--- config.mk ---
export PLATFORM = sky130hd
export DESIGN_NAME = adc_scan_seq
export DESIGN_NICKNAME = d
export VERILOG_FILES = /design/src/rtl/adc_scan_pkg.sv /design/src/rtl/adc_spi_frame.sv /design/src/rtl/adc_scan_ctrl.sv /design/src/rtl/adc_scan_seq.sv
export SDC_FILE = /design/constraint.sdc
export NUM_CORES = 1
export LEC_CHECK = 0
export BUFFER_PORTS_ARGS = -buffer_cell sky130_fd_sc_hd__buf_2
export CORE_AREA = 2 2 106 108
export CTS_CLUSTER_SIZE = 16
export DETAILED_ROUTE_END_ITERATION = 10
export DIE_AREA = 0 0 108 110
export GPL_TIMING_DRIVEN = 0
export PLACE_DENSITY = 0.67
export SLEW_MARGIN = 30
export SYNTH_ARGS = -nofsm -noshare
export SYNTH_HDL_FRONTEND = slang
export SYNTH_HIERARCHICAL = 1
export SYNTH_SLANG_ARGS = --single-unit
--- constraint.sdc ---
create_clock -name clk -period 3 [get_ports clk]
set_input_delay 0.6 -clock clk [delete_from_list [all_inputs] [get_ports clk]]
set_output_delay 0.6 -clock clk [all_outputs]
set_load 0.05 [all_outputs]
--- src/rtl/adc_scan_pkg.sv ---
package adc_scan_pkg;

  localparam int MAXCH   = 16;
  localparam int FRAME_W = 16;

  localparam logic [FRAME_W-1:0] NOOP_WORD = 16'h0000;
  localparam logic [FRAME_W-1:0] EXIT_WORD = 16'h5000;

  typedef enum logic [1:0] {C_IDLE, C_ISSUE, C_WAIT} ctrl_st_e;
  typedef enum logic [1:0] {E_IDLE, E_SHIFT, E_GAP} eng_st_e;

  // Index of the lowest set bit; zero for an empty mask.
  function automatic logic [3:0] lowest_ch(input logic [MAXCH-1:0] m);
    lowest_ch = '0;
    for (int i = MAXCH - 1; i >= 0; i--) begin
      if (m[i]) lowest_ch = 4'(i);
    end
  endfunction

  // Channel-select word: command byte high, zero pad low.
  function automatic logic [FRAME_W-1:0] sel_word(input logic [3:0] ch);
    logic [7:0] cmd;
    cmd = (8'h10 + {4'h0, ch}) << 3;
    return {cmd, 8'h00};
  endfunction

endpackage

--- src/rtl/adc_spi_frame.sv ---
module adc_spi_frame #(
  parameter int HALF_DIV = 2,
  parameter int CS_GAP   = 4,
  parameter int FW       = 16
) (
  input  logic          clk,
  input  logic          rst_n,
  input  logic          start_i,
  input  logic [FW-1:0] tx_i,
  output logic          ready_o,
  output logic          done_o,
  output logic [FW-1:0] rx_o,
  output logic          sclk_o,
  output logic          cs_n_o,
  output logic          mosi_o,
  input  logic          miso_i
);
  import adc_scan_pkg::*;

  localparam int DW = (HALF_DIV > 1) ? $clog2(HALF_DIV) : 1;
  localparam int BW = $clog2(FW);
  localparam int GW = (CS_GAP > 1) ? $clog2(CS_GAP) : 1;

  eng_st_e       st_q;
  logic [DW-1:0] div_q;
  logic [BW-1:0] bit_q;
  logic [GW-1:0] gap_q;
  logic [FW-1:0] tx_sh_q;
  logic [FW-1:0] rx_sh_q;
  logic          half_tick;

  assign half_tick = (div_q == DW'(HALF_DIV - 1));
  assign ready_o   = (st_q == E_IDLE);
  assign mosi_o    = tx_sh_q[FW-1];

  always_ff @(posedge clk or negedge rst_n) begin
    if (!rst_n) begin
      st_q    <= E_IDLE;
      div_q   <= '0;
      bit_q   <= '0;
      gap_q   <= '0;
      tx_sh_q <= '0;
      rx_sh_q <= '0;
      rx_o    <= '0;
      done_o  <= 1'b0;
      sclk_o  <= 1'b0;
      cs_n_o  <= 1'b1;
    end else begin
      done_o <= 1'b0;
      unique case (st_q)
        E_IDLE: begin
          if (start_i) begin
            cs_n_o  <= 1'b0;
            tx_sh_q <= tx_i;
            rx_sh_q <= '0;
            div_q   <= '0;
            bit_q   <= '0;
            sclk_o  <= 1'b0;
            st_q    <= E_SHIFT;
          end
        end
        E_SHIFT: begin
          if (!half_tick) begin
            div_q <= div_q + 1'b1;
          end else begin
            div_q <= '0;
            if (!sclk_o) begin
              sclk_o  <= 1'b1;
              rx_sh_q <= {rx_sh_q[FW-2:0], miso_i};
            end else begin
              sclk_o <= 1'b0;
              if (bit_q == BW'(FW - 1)) begin
                cs_n_o <= 1'b1;
                done_o <= 1'b1;
                rx_o   <= rx_sh_q;
                gap_q  <= '0;
                st_q   <= E_GAP;
              end else begin
                tx_sh_q <= {tx_sh_q[FW-2:0], 1'b0};
                bit_q   <= bit_q + 1'b1;
              end
            end
          end
        end
        E_GAP: begin
          if (gap_q >= GW'(CS_GAP - 1)) st_q <= E_IDLE;
          else gap_q <= gap_q + 1'b1;
        end
        default: st_q <= E_IDLE;
      endcase
    end
  end

endmodule

--- src/rtl/adc_scan_ctrl.sv ---
module adc_scan_ctrl #(
  parameter int NCH  = 16,
  parameter int FW   = 16,
  parameter int IDXW = $clog2(NCH)
) (
  input  logic            clk,
  input  logic            rst_n,
  input  logic            trig_i,
  input  logic [NCH-1:0]  mask_i,
  input  logic            exit_req_i,
  input  logic            eng_ready_i,
  input  logic            eng_done_i,
  input  logic [FW-1:0]   eng_rx_i,
  output logic            eng_start_o,
  output logic [FW-1:0]   eng_tx_o,
  output logic            scan_start_o,
  output logic            res_we_o,
  output logic [IDXW-1:0] res_idx_o,
  output logic [FW-1:0]   res_data_o,
  output logic            scan_done_o,
  output logic            busy_o,
  output logic            overrun_o
);
  import adc_scan_pkg::*;

  localparam int FIW = $clog2(NCH + 2);

  ctrl_st_e       st_q;
  logic [NCH-1:0] rem_q;
  logic [FIW-1:0] fidx_q;
  logic           exit_q;
  logic           last_q;
  logic [3:0]     nxt_ch;
  logic           rem_empty;

  assign nxt_ch       = lowest_ch(MAXCH'(rem_q));
  assign rem_empty    = (rem_q == '0);
  assign busy_o       = (st_q != C_IDLE);
  assign eng_start_o  = (st_q == C_ISSUE) && eng_ready_i;
  assign scan_start_o = (st_q == C_IDLE) && trig_i && (mask_i != '0);

  always_comb begin
    if (exit_q)         eng_tx_o = EXIT_WORD;
    else if (rem_empty) eng_tx_o = NOOP_WORD;
    else                eng_tx_o = sel_word(nxt_ch);
  end

  always_ff @(posedge clk or negedge rst_n) begin
    if (!rst_n) begin
      st_q        <= C_IDLE;
      rem_q       <= '0;
      fidx_q      <= '0;
      exit_q      <= 1'b0;
      last_q      <= 1'b0;
      res_we_o    <= 1'b0;
      res_idx_o   <= '0;
      res_data_o  <= '0;
      scan_done_o <= 1'b0;
      overrun_o   <= 1'b0;
    end else begin
      res_we_o    <= 1'b0;
      scan_done_o <= 1'b0;
      if (trig_i && busy_o) overrun_o <= 1'b1;
      unique case (st_q)
        C_IDLE: begin
          if (trig_i) begin
            if (mask_i == '0) begin
              scan_done_o <= 1'b1;
            end else begin
              rem_q  <= mask_i;
              fidx_q <= '0;
              st_q   <= C_ISSUE;
            end
          end else if (exit_req_i) begin
            exit_q <= 1'b1;
            st_q   <= C_ISSUE;
          end
        end
        C_ISSUE: begin
          if (eng_start_o) begin
            last_q <= rem_empty && !exit_q;
            if (!rem_empty && !exit_q) rem_q <= rem_q & ~(NCH'(1) << nxt_ch);
            st_q <= C_WAIT;
          end
        end
        C_WAIT: begin
          if (eng_done_i) begin
            if (exit_q) begin
              exit_q <= 1'b0;
              st_q   <= C_IDLE;
            end else begin
              if (fidx_q != '0) begin
                res_we_o   <= 1'b1;
                res_idx_o  <= IDXW'(fidx_q - 1'b1);
                res_data_o <= eng_rx_i;
              end
              fidx_q <= fidx_q + 1'b1;
              if (last_q) begin
                scan_done_o <= 1'b1;
                st_q        <= C_IDLE;
              end else begin
                st_q <= C_ISSUE;
              end
            end
          end
        end
        default: st_q <= C_IDLE;
      endcase
    end
  end

endmodule

--- src/rtl/adc_scan_seq.sv ---
module adc_scan_seq #(
  parameter int NCH      = 16,
  parameter int HALF_DIV = 2,
  parameter int CS_GAP   = 4,
  parameter int IDXW     = $clog2(NCH)
) (
  input  logic            clk,
  input  logic            rst_n,
  input  logic            trig_i,
  input  logic [NCH-1:0]  chan_mask_i,
  input  logic            exit_req_i,
  output logic            sclk_o,
  output logic            cs_n_o,
  output logic            mosi_o,
  input  logic            miso_i,
  output logic            res_we_o,
  output logic [IDXW-1:0] res_idx_o,
  output logic [15:0]     res_data_o,
  output logic            scan_done_o,
  output logic            busy_o,
  output logic            overrun_o
);
  import adc_scan_pkg::*;

  logic               eng_start;
  logic               eng_ready;
  logic               eng_done;
  logic               scan_start;
  logic [FRAME_W-1:0] eng_tx;
  logic [FRAME_W-1:0] eng_rx;

  adc_spi_frame #(
    .HALF_DIV(HALF_DIV),
    .CS_GAP  (CS_GAP),
    .FW      (FRAME_W)
  ) u_frame (
    .clk    (clk),
    .rst_n  (rst_n),
    .start_i(eng_start),
    .tx_i   (eng_tx),
    .ready_o(eng_ready),
    .done_o (eng_done),
    .rx_o   (eng_rx),
    .sclk_o (sclk_o),
    .cs_n_o (cs_n_o),
    .mosi_o (mosi_o),
    .miso_i (miso_i)
  );

  adc_scan_ctrl #(
    .NCH (NCH),
    .FW  (FRAME_W),
    .IDXW(IDXW)
  ) u_ctrl (
    .clk         (clk),
    .rst_n       (rst_n),
    .trig_i      (trig_i),
    .mask_i      (chan_mask_i),
    .exit_req_i  (exit_req_i),
    .eng_ready_i (eng_ready),
    .eng_done_i  (eng_done),
    .eng_rx_i    (eng_rx),
    .eng_start_o (eng_start),
    .eng_tx_o    (eng_tx),
    .scan_start_o(scan_start),
    .res_we_o    (res_we_o),
    .res_idx_o   (res_idx_o),
    .res_data_o  (res_data_o),
    .scan_done_o (scan_done_o),
    .busy_o      (busy_o),
    .overrun_o   (overrun_o)
  );

endmodule

Word-level counts from Yosys, hierarchy flattened
Cells that the tools add are included.
{ "word_totals": {"regBits": 108, "input_bits": 21, "out_inout_bits": 27, "word_cells": 173} }
{ "classes": {"n_addsub": 6, "magnitude_cmp": 1, "n_eq_ne": 23, "n_shift": 1, "muxes": 89, "bitwise_logic": 3, "n_reduce_logical": 30} }
{ "ops": {"columns": ["operator", "n"], "rows": [
  ["2-to-1 mux 16 bit", 13],
  ["case mux 16 bit (2 select lines)", 3],
  ["2-to-1 mux 4 bit", 20],
  ["logical NOT 16 bit", 2],
  ["2-to-1 mux 2 bit", 15],
  ["AND reduction 5 bit", 6],
  ["2-to-1 mux 1 bit", 24],
  ["!= test 2 bit (second input constant)", 12],
  ["2-to-1 mux 5 bit", 4],
  ["AND reduction 4 bit", 5],
  ["AND 16 bit", 1],
  ["inverter 16 bit", 1],
  ["<< shifter 1 x 4 -> 16 bit (first input constant)", 1],
  ["case mux 2 bit (3 select lines)", 2],
  ["case mux 1 bit (2 select lines)", 5],
  ["case mux 5 bit (2 select lines)", 1],
  ["nonzero test 2 bit", 5],
  ["!= test 2 x 1 -> 1 bit (second input constant)", 4],
  ["case mux 4 bit (2 select lines)", 1],
  ["!= test 3 bit (second input constant)", 2],
  ["adder 5 x 1 -> 5 bit (second input constant)", 1],
  ["adder 5 x 4 -> 5 bit (first input constant)", 1],
  ["nonzero test 5 bit", 1],
  ["adder 4 x 1 -> 4 bit (second input constant)", 1],
  ["other kinds (14)", 22]
]} }

Logic depth before layout (Yosys ltp)
Gate-level depths: netlist (run 1).
{ "logic_depth": {"depth_word": 22, "mapped_depth": 8, "mapped_depth_nobuf": 7} }

Hierarchy
Netlist (run 1), hierarchy kept.
{ "modules_own_cells": {"columns": ["mod", "instances", "cells_per_inst", "area_per_inst_um2", "seq_area_each_um2"], "rows": [
  ["adc_spi_frame", 1, 177, 2623.8, 1502.7],
  ["adc_scan_ctrl", 1, 261, 2583.7, 1201.2]
]} }

Worst setup path before layout (run 1)
OpenSTA, ideal clock, no wires.
{ "synth_timing": {"kind": "flip-flop to flip-flop", "start": "reg u_frame.st_q[1]", "end": "reg u_frame.tx_sh_q[10]", "setup_ps": 125, "arrival_ps": 1983, "required_ps": 2875, "setup_slack_ps": 892, "stages_incl_launch_ff": 9, "path_buffers": 2, "synth_period_minus_slack_ps": 2108, "path_cell_list": "dfrtp_1 buf_2 nor2_1 nand2_1 inv_1 nand2b_1 a221oi_4 buf_12 mux2_4"} }
{ "synth_between": {"elab_chain_len": 4, "word_cells_on_any_way": 10, "classes_between": "eq/ne: 5; mux: 1; reduce/logical: 4"} }
{ "synth_lines": {"columns": ["item", "line", "text"], "rows": [
  ["start, declared", "adc_spi_frame.sv:24", "eng_st_e st_q;"],
  ["start signal, assigned", "adc_spi_frame.sv:38", "st_q <= E_IDLE;"],
  ["start signal, assigned", "adc_spi_frame.sv:59", "st_q <= E_SHIFT;"],
  ["start signal, assigned", "adc_spi_frame.sv:77", "st_q <= E_GAP;"],
  ["logical NOT 2 bit", "adc_spi_frame.sv:33", "assign ready_o = (st_q == E_IDLE);"],
  ["via eng_ready", "adc_scan_seq.sv:26", "logic eng_ready;"],
  ["logical AND 1 bit", "adc_scan_ctrl.sv:39", "assign eng_start_o = (st_q == C_ISSUE) && eng_ready_i;"],
  ["via eng_start", "adc_scan_seq.sv:25", "logic eng_start;"],
  ["!= test 2 bit (no source line)", null, null],
  ["AND reduction 5 bit (no source line)", null, null],
  ["end signal, assigned", "adc_spi_frame.sv:54", "tx_sh_q <= tx_i;"],
  ["end signal, assigned", "adc_spi_frame.sv:79", "tx_sh_q <= {tx_sh_q[FW-2:0], 1'b0};"],
  ["end, declared", "adc_spi_frame.sv:28", "logic [FW-1:0] tx_sh_q;"]
]} }
The timed path passes the listed nets, and every way through them passes these cells.
A chain may end at the register's enable or synchronous reset.

Worst setup path after layout (run 1)
{ "layout_timing": {"start": "reg u_frame.st_q[1]", "end": "reg u_frame.tx_sh_q[1]"} }
The elaborated chain is that of the path after synthesis.

==> results of run 1 <==
[final timing paths]
path                       slack [ps]                  to  cells past startpoint
setup reg to reg                  510  u_frame/tx_sh_q[1]                      8
max in group asynchronous        2240     u_frame/rx_o[2]                      2
min in group clk                  430     u_ctrl/rem_q[2]                      3
hold reg to reg                   490     u_frame/rx_o[8]                      1
hold / removal                    110  u_frame/tx_sh_q[5]                      1
setup / recovery                  510  u_frame/tx_sh_q[1]                      8
[flip-flops by register name, summed over array words and instances, names as in the netlist, 2 cells and up]
register	flops
u_ctrl/fidx_q	5
u_ctrl/rem_q	16
u_ctrl/res_data_o	16
u_ctrl/res_idx_o	4
u_ctrl/st_q	2
u_frame/bit_q	4
u_frame/gap_q	2
u_frame/rx_o	16
u_frame/rx_sh_q	16
u_frame/st_q	2
u_frame/tx_sh_q	16
[synth_stat cells (8+ instances only)]
library cell / number / area share (%)
a21oi_1: 11 / 1.1
a22o_1: 21 / 3.5
buf_4: 15 / 2.2
dfrtp_1: 107 / 51
inv_1: 16 / 1.2
mux2_2: 48 / 10
mux2_4: 10 / 2.9
nand2_1: 31 / 2.2
nand2b_1: 8 / 0.96
nor2_1: 25 / 1.8
nor3_1: 9 / 0.86
o21ai_0: 12 / 1.2
[power breakdown]
part           leakage (nW)  internal [mW]  switching (mW)
combinational          1.33         0.0364          0.0462
clock                 0.104          0.351           0.546
sequential             1.40           1.47         0.00853
total                  2.83           1.85           0.600
[area by class of cell]
type	count	share of cell area, %
Tap cell	140	2.97
Multi-Input combinational cell	293	38.4
Sequential cell	108	45.9
Inverter	16	1.02
Timing Repair Buffer	48	4.57
Buffer	31	3.67
Clock buffer	10	2.34
Clock inverter	6	1.10
[metrics by stage]
step	worst slack [ps]	power [mW]	utilization [%]	hold slack, ps	cell area [sq um]
floorplan	892	1.53	-	304	5250
global placement	98.3	1.58	52.9	463	5660
detailed placement	372	1.59	53.2	474	5690
CTS	449	2.50	55.1	94.3	5890
global route	206	2.56	55.1	108	5890
finish	505	2.45	55.1	108	5890
[critical path, cell delays in order (launching register included)]
cell and delay (ps):
dfrtp_1 440, buf_2 200, nor2_1 290, nand2_1 170, inv_1 170, nand2b_1 140, a221oi_4 470, buf_12 210
mux2_4 300
[logic make-up (layout without fill, tap and decap cells)]
kind of cell | after synthesis | count (layout) | synth area share, %
AND/OR/NAND/NOR | 112 | 112 | 11.7
flip-flops | 108 | 108 | 51.9
AO/OA/AOI/OAI | 91 | 91 | 13.4
multiplexers | 69 | 69 | 15.5
buffers and inverters | 47 | 111 | 5.31
adder cells (fa/ha/maj) | 5 | 5 | 1.20
XOR/XNOR | 5 | 5 | 0.841
other | 1 | 11 | 0.0720
[metal layers]
metal  vias up  share of wire [%]  global-route usage, %
met2        67                 47                   28.1
met4         0                1.1                   5.40
met5         -                  0                      0
li1       1718                  -                      -
met1      1736                 48                   25.6
met3         8                4.0                   4.88
==> results.txt, run 1 <==
- Setup repair after global routing missed its margin: no
- Summing all multi-input logic gate instances after layout gives 0.00226 sq mm.
- Post-route clock period utilization: 83.2%
* TritonCTS sink count: 108
- After filler insertion, the fill cell instance count of the layout stands at 961.
- Async set-or-reset flop fraction in the synthesized netlist: 100%
* Max capacitance violation total: 0
- In this run, placement finished with an instance count of 636.
- For the worst setup path, the data arrival time is 2770 ps.
- Achievable frequency: 401 MHz
- The worst pin sits at a relative slew slack of 58.3%.
- Clock period minus final worst setup slack: 2490 ps
- The repair_antennas step left the layout with diodes totalling 0.
- Die Outline Area: 0.0119 sq mm
* Critical Path Start Type: register
* Total number of vias: 3529
* Nets: 533
* Clock tree skew after final layout: 13.4 ps
* Signed area change from the synthesized netlist to the final layout: 13.1%
* Final Max Tran Viols: 0
- Detailed placement ended at an HPWL of 7.08 mm.
* Clock buffer depth: 2
- The most used flip-flop cell after synthesis is dfrtp_1.
- Worst path required time: 3270 ps
- For this design the static power due to leakage is 2.83 nW.
- Power density normalized to cell area: 416 mW/mm^2
* Layout cell share with drive strength beyond 1: 31.1%
- CTS Hold Buffers Added: 0
- In this run, synthesis produced a sequential element count of 108.
- I/O pin count: 48
- The sequential cells in the finished layout cover a total of 0.00270 sq mm.
- In this run the remaining antenna-violating nets after routing total 0.
* Die Span Y: 110 microns
* Number of global-route vias before repair: 3383
- In this run the worst path has a maximum fanout of 10.
- Routability-driven placement finished with a final weighted congestion of 0.901.
- Sequential-to-total area share from yosys stat: 51.9%
- Buffers inserted during clock tree synthesis total 9.
- The initial antenna violation count is 0.
- After clock tree synthesis, the clock-pin slew on the worst setup and hold paths is 100 ps.
- Filler-free cell count of the finished design: 652
* Number of gates resized after CTS: 0
- TritonCTS built the clock tree.
- Type of element capturing the critical path: register
- Effective utilization at floorplan: 48.7%
- DRC errors left: 0
- The first global-routing pass estimated 16.8 mm of wire.
- Dividing the detail-routed wire length by the instance count gives 15.4 microns.
* Run status: complete, no violations
- The clock reaches the later pin of the worst-skew pair after 380 ps.
- Post-synth EDFFs: 0
- Core outline area: 0.0107 sq mm
* Final-layout setup total negative slack: 0 ps
- Post-CTS repair timing setup buffer count: 0
* Slew at the pin with the worst max-slew slack: 616 ps
* Port Buf Inserts: 47
- Wire length after detailed routing: 10.0 mm
- Gr usage total: 18.3%
- Overflow after GRT: 0
* Number of unique standard cell types used by synthesis: 66
- Synthesized instance count: 438
- The mapped netlist covers 0.00521 sq mm.
- First element of the critical path: u_frame/st_q[1]
* Most frequent cells in the layout: 107 x dfrtp_1, 52 x buf_2, 48 x mux2_2
* Maximum number of pins on one net before global-route repair: 70
* Detailed-routing iteration count for the pre-antenna-repair pass: 4
- The detailed router finished its first iteration with 158 violations.
- Count of endpoints failing hold in the final timing report: 0
- Total number of yosys warnings: 6
* Commonest non-fill, non-tap cell in the layout: dfrtp_1
- From left edge to right edge, the die measures 108 microns.
- After floorplanning, the core was divided into 38 placement rows.
* Count of final setup violators: 0
* Synthesized area divided by synthesized cell count: 11.9 sq um
- Deepest level of the CTS H-tree: 3
- In this run the critical register-to-register path is launched from u_frame/st_q[1].
* Critical Setup Path Class: register to register
- In the routed layout, each cell is associated on average with a via count of 5.41.
- Class of the worst hold path: input pin to async pin
- VDD sags by at most 0.332 mV.
* Root Driver: clkbuf_8
(Power assumes the default switching activity.)
==> run 2: changes to the inputs <==
ABC_AREA = 1   (was unset)
CORE_AREA = 2 2 107 109   (was 2 2 106 108)
DIE_AREA = 0 0 109 111   (was 0 0 108 110)
PLACE_DENSITY = 0.7   (was 0.67)
clock period = 2.02 ns   (was 3 ns; I/O delays follow)
==> run 2 against run 1 <==
  * Register-to-register slack got worse by 480 ps
  * Clock skew decreased by 3.1 ps
  * Worst hold slack improved by 170 ps
  * First-iteration DRC count increased by 120%
  * Count of clock-buffer cells in the layout unchanged
  * Synthesized cell count increased by 54%
  * Critical path depth increased by 6
==> results.txt, run 2 <==
- The run finished with clean final reports.
- Count of endpoints failing hold in the final timing report: 0 (unchanged)
- The startpoint identified for the worst register-to-register timing path is u_ctrl/rem_q[1].
- Setup repair after global routing could not meet its margin everywhere.
- Critical Setup Path Class: register to register
- Clock period minus final worst setup slack: 2000 ps (-497 ps)
- The count of maximum capacitance violations was 0 (unchanged).
- Slew at the pin with the worst max-slew slack: 563 ps (-53.2 ps)
- The root buffer cell chosen for the clock tree is clkbuf_16.
- The detailed-router iteration count before antenna repair was 5 (+1).
* Maximum number of pins on one net before global-route repair: 72 (+2.9%)
- The mean instance size in the synthesized netlist came to 7.85 sq um (-34%).
- Summed instance area of the synthesized netlist: 0.00531 sq mm (+1.9%)
- Leaving out fill and tap cells, the most frequent cell in the layout is nand2_1.
- The slowest stage of the critical path belongs to the cell dfrtp_1.
* Synthesized instance count: 676 (+54%)
* Wire length of the first global-routing pass: 20.4 mm (+21%)
- Detail-routed net length per standard cell: 13.6 microns (-11%)
- Clock tree skew after final layout: 10.2 ps (-3.14 ps)
* Type of element capturing the critical path: register
* Detail Placement HPWL: 8.20 mm (+16%)
- Layout cell share with drive strength beyond 1: 25.2% (-5.9 points)
- The number of synthesized flops with an enable pin is 0 (unchanged).
- In this run the worst setup path begins at u_ctrl/rem_q[1].
- The number of global-route vias before repair came to 4514 (+33%).
- Clock latency reported for the late side of the worst-skew pair: 350 ps (-30 ps)
* Worst path required time: 2290 ps (-980 ps)
* Core outline area: 0.0111 sq mm (+3.5%)
- Worst hold slack across all endpoints: 277 ps (+170 ps)
- Cell type contributing the most total cell area after synthesis: dfrtp_1
* Signed area change from the synthesized netlist to the final layout: 22.4%
- Die outline width: 109 microns (+0.93%)
- Overflow after GRT: 0 (unchanged)
* Deepest level of the CTS H-tree: 3 (unchanged)
- Number of unique standard cell types used by synthesis: 39 (-41%)
- The initial antenna violation count was 0 (unchanged).
- The net count of the finished layout was 795 (+49%).
- Critical Path Start Type: register
* Remaining number of nets flagged by the antenna check after routing: 0 (unchanged)
* List of most frequent post-synthesis cells: 303 x nand2_1, 107 x dfrtp_1, 39 x inv_1
- The CTS buffer count is 9 (unchanged).
- Walking the worst path, the cells encountered are inv_2 -> nand2_2 -> nor3_2 -> inv_1 -> nor2_1 -> inv_1 -> nor2_2 -> nor2_1 -> nand2_1 -> nand2_2 -> nand2_4 -> buf_8 -> a21oi_1 -> a21oi_1.
* Die Span Y: 111 microns (+0.91%)
* Synthesized flop and latch total: 108 (unchanged)
- The count of vias placed by the detailed router is 4686 (+33%).
- The routability congestion estimate from global placement was 0.938 (+4.1%).
* Switching power share of the total: 38.3% (+14 points)
- The die area is 0.0121 sq mm (+1.8%).
* Slowest stage delay, CP: 410 ps (-60 ps)
- The maximum frequency from static timing analysis was 500 MHz (+25%).
- Worst-case headroom to the max-slew limit: 62.5% (+4.2 points)
- The via-per-instance ratio was 5.11 (-5.6%).
- Clock-pin slew on the worst setup and hold paths: 80 ps (-20 ps)
- TritonCTS clock tree: done
- The number of pins exceeding their max-slew limit in the final report came to 0 (unchanged).
- Among all flip-flop cells after synthesis, the most frequent one is dfrtp_1.
- The power density over the cells was 1040 mW/mm^2 (+150%).
- Synth area leaders: dfrtp_1 50%, nand2_1 21%, inv_1 2.8%
* Total leakage power: 3.51 nW (+24%)
* Share of total power in combinational logic: 34.8% (+31 points)
- The sequential area share after synthesis was 50.9% (-0.99 points).
- The maximum fanout along the worst path is 10 (unchanged).
- The peak ir drop on the vdd network was 0.533 mV (+60%).
* Diode count: 0 (unchanged)
- The final design area excluding fillers was 0.00650 sq mm (+10%).
- The number of placed I/O pins was 48 (unchanged).
- Port Buf Inserts: 47 (unchanged)
- The sequential cell fraction of total power was 39.1% (-21 points).
- Total net switching power: 2.60 mW (+330%)
- Data arrival at the endpoint of the critical path: 2270 ps (-500 ps)
- The maximum root-to-sink buffer count was 2 (unchanged).
- The minimum setup slack among reg-to-reg paths is 20 ps (-480 ps).
* Class of the worst hold path: input pin to register
- Along the worst hold path, the cell count comes to 3.
* Most frequent cells in the layout: 281 x nand2_1, 103 x dfrtp_1, 52 x buf_2
- Wire length after detailed routing: 12.5 mm (+24%)
- The power share of the clock group is 26.2% (-10 points).
* Total number of yosys warnings: 6 (unchanged)
- The starting density of the core came to 47.9% (-0.75 points).
- The site row count is 39 (+2.6%).
* DRC errors left: 0 (unchanged)
- Number of cells traversed by the worst register-to-register path: 14 (+6)
- The share of the synthesized area in the top cell type is 50.4% (-0.98 points).
* Count of final setup violators: 0 (unchanged)
* Gr usage total: 21.0% (+2.8 points)
* Total power draw: 6.78 mW (+180%)
- The initial DRC count is 351 (+120%).
* TritonCTS sink count: 108 (unchanged)
* Placed Instance Area: 0.00579 sq mm (+1.8%)
* Async set-or-reset flop fraction in the synthesized netlist: 100% (unchanged)
* Final-layout setup total negative slack: 0 ps (unchanged)
- In this run the critical register-to-register path is captured at u_ctrl/rem_q[13].
* End point of the critical path: u_ctrl/rem_q[13]
- The ratio of final minimum period to clock period came to 98.9% (+16 points).
- The internal power was 4.18 mW (+130%).
- Yosys instantiated no cell more often than nand2_1.
run 2: cell types whose count changed after synthesis, sizes merged, moves of 18 or more:
cell,change
nand2,+275
mux2,-65
inv,+39
nand3,+22
a22o,-21
nor2,+21
a21oi,+18
run 2: worst min-delay path by stage:
| stage | from | end | slack (ps) |
|---|---|---|---|
| after detailed placement | rst_n | u_ctrl/rem_q[4] | 330 |
| after global placement | u_frame/rx_o[10] | u_ctrl/res_data_o[10] | 450 |
| after CTS | miso_i | u_frame/rx_sh_q[0] | 260 |
| after global routing | miso_i | u_frame/rx_sh_q[0] | 280 |
| after floorplan | rst_n | u_ctrl/exit_q | 110 |
| final | miso_i | u_frame/rx_sh_q[0] | 280 |
run 2: power groups by stage:
stage | Combinational (mW) | Sequential [mW] | Clock [mW]
after global routing | 2.59 | 2.67 | 1.90
after floorplan | 1.32 | 2.72 | 0
after global placement | 1.84 | 2.64 | 0
final | 2.36 | 2.65 | 1.77
after CTS | 1.96 | 2.61 | 1.82
after detailed placement | 1.90 | 2.65 | 0
run 2: kinds of logic (layout without fill, tap and decap cells):
family,Yosys count,count (layout),synth area share [%]
xor+xnor,3,3,0.495
simple gates,408,408,32.3
fa+ha+maj,5,5,1.18
other cells,1,11,0.0706
buf+inv,85,173,7.71
flops,108,108,50.9
compound gates,66,66,7.35
run 2: through the flow:
stage | util (%) | cells | setup slack [ps]
6_report | 58.7 | 917 | 21.8
5_1_grt | 58.7 | 917 | -56.2
4_1_cts | 55.7 | 900 | 11.7
3_5_place_dp | 52.3 | 877 | -401
3_3_place_gp | 52.0 | 876 | -680
2_1_floorplan | - | 686 | 18.2
run 2: layer usage:
| metal | vias to the layer above | part of all wire [%] | global-route usage [%] |
|---|---|---|---|
| met5 | - | 0 | 0 |
| met4 | 0 | 3.1 | 9.06 |
| met3 | 32 | 4.5 | 3.59 |
| met2 | 135 | 49 | 34.0 |
| met1 | 2222 | 43 | 27.6 |
| li1 | 2297 | - | - |
run 2: area by class of cell:
type                            instances  area [sq um]
Sequential cell                       108          2710
Multi-Input combinational cell        493          2380
Buffer                                 30           238
Tap cell                              143           179
Clock buffer                           10           239
Fill cell                             960          4580
Inverter                               55           209
Clock inverter                          6          60.1
Timing Repair Buffer                   72           480
run 2: repair_timing:
action	CTS	global route
setup endpoints to repair	37	72
gates resized for setup	6	65
setup buffers	6	15
hold buffers	1	0
pin swaps	5	20
cloned	0	2
endpoints found under the hold margin	37	0
run 2: worst max-delay path, delay by kind of cell (launching register included):
family                 cells  cell delay [ps]
AO/OA/AOI/OAI              2              250
buffers and inverters      4              430
flip-flops                 1              410
AND/OR/NAND/NOR            8              830
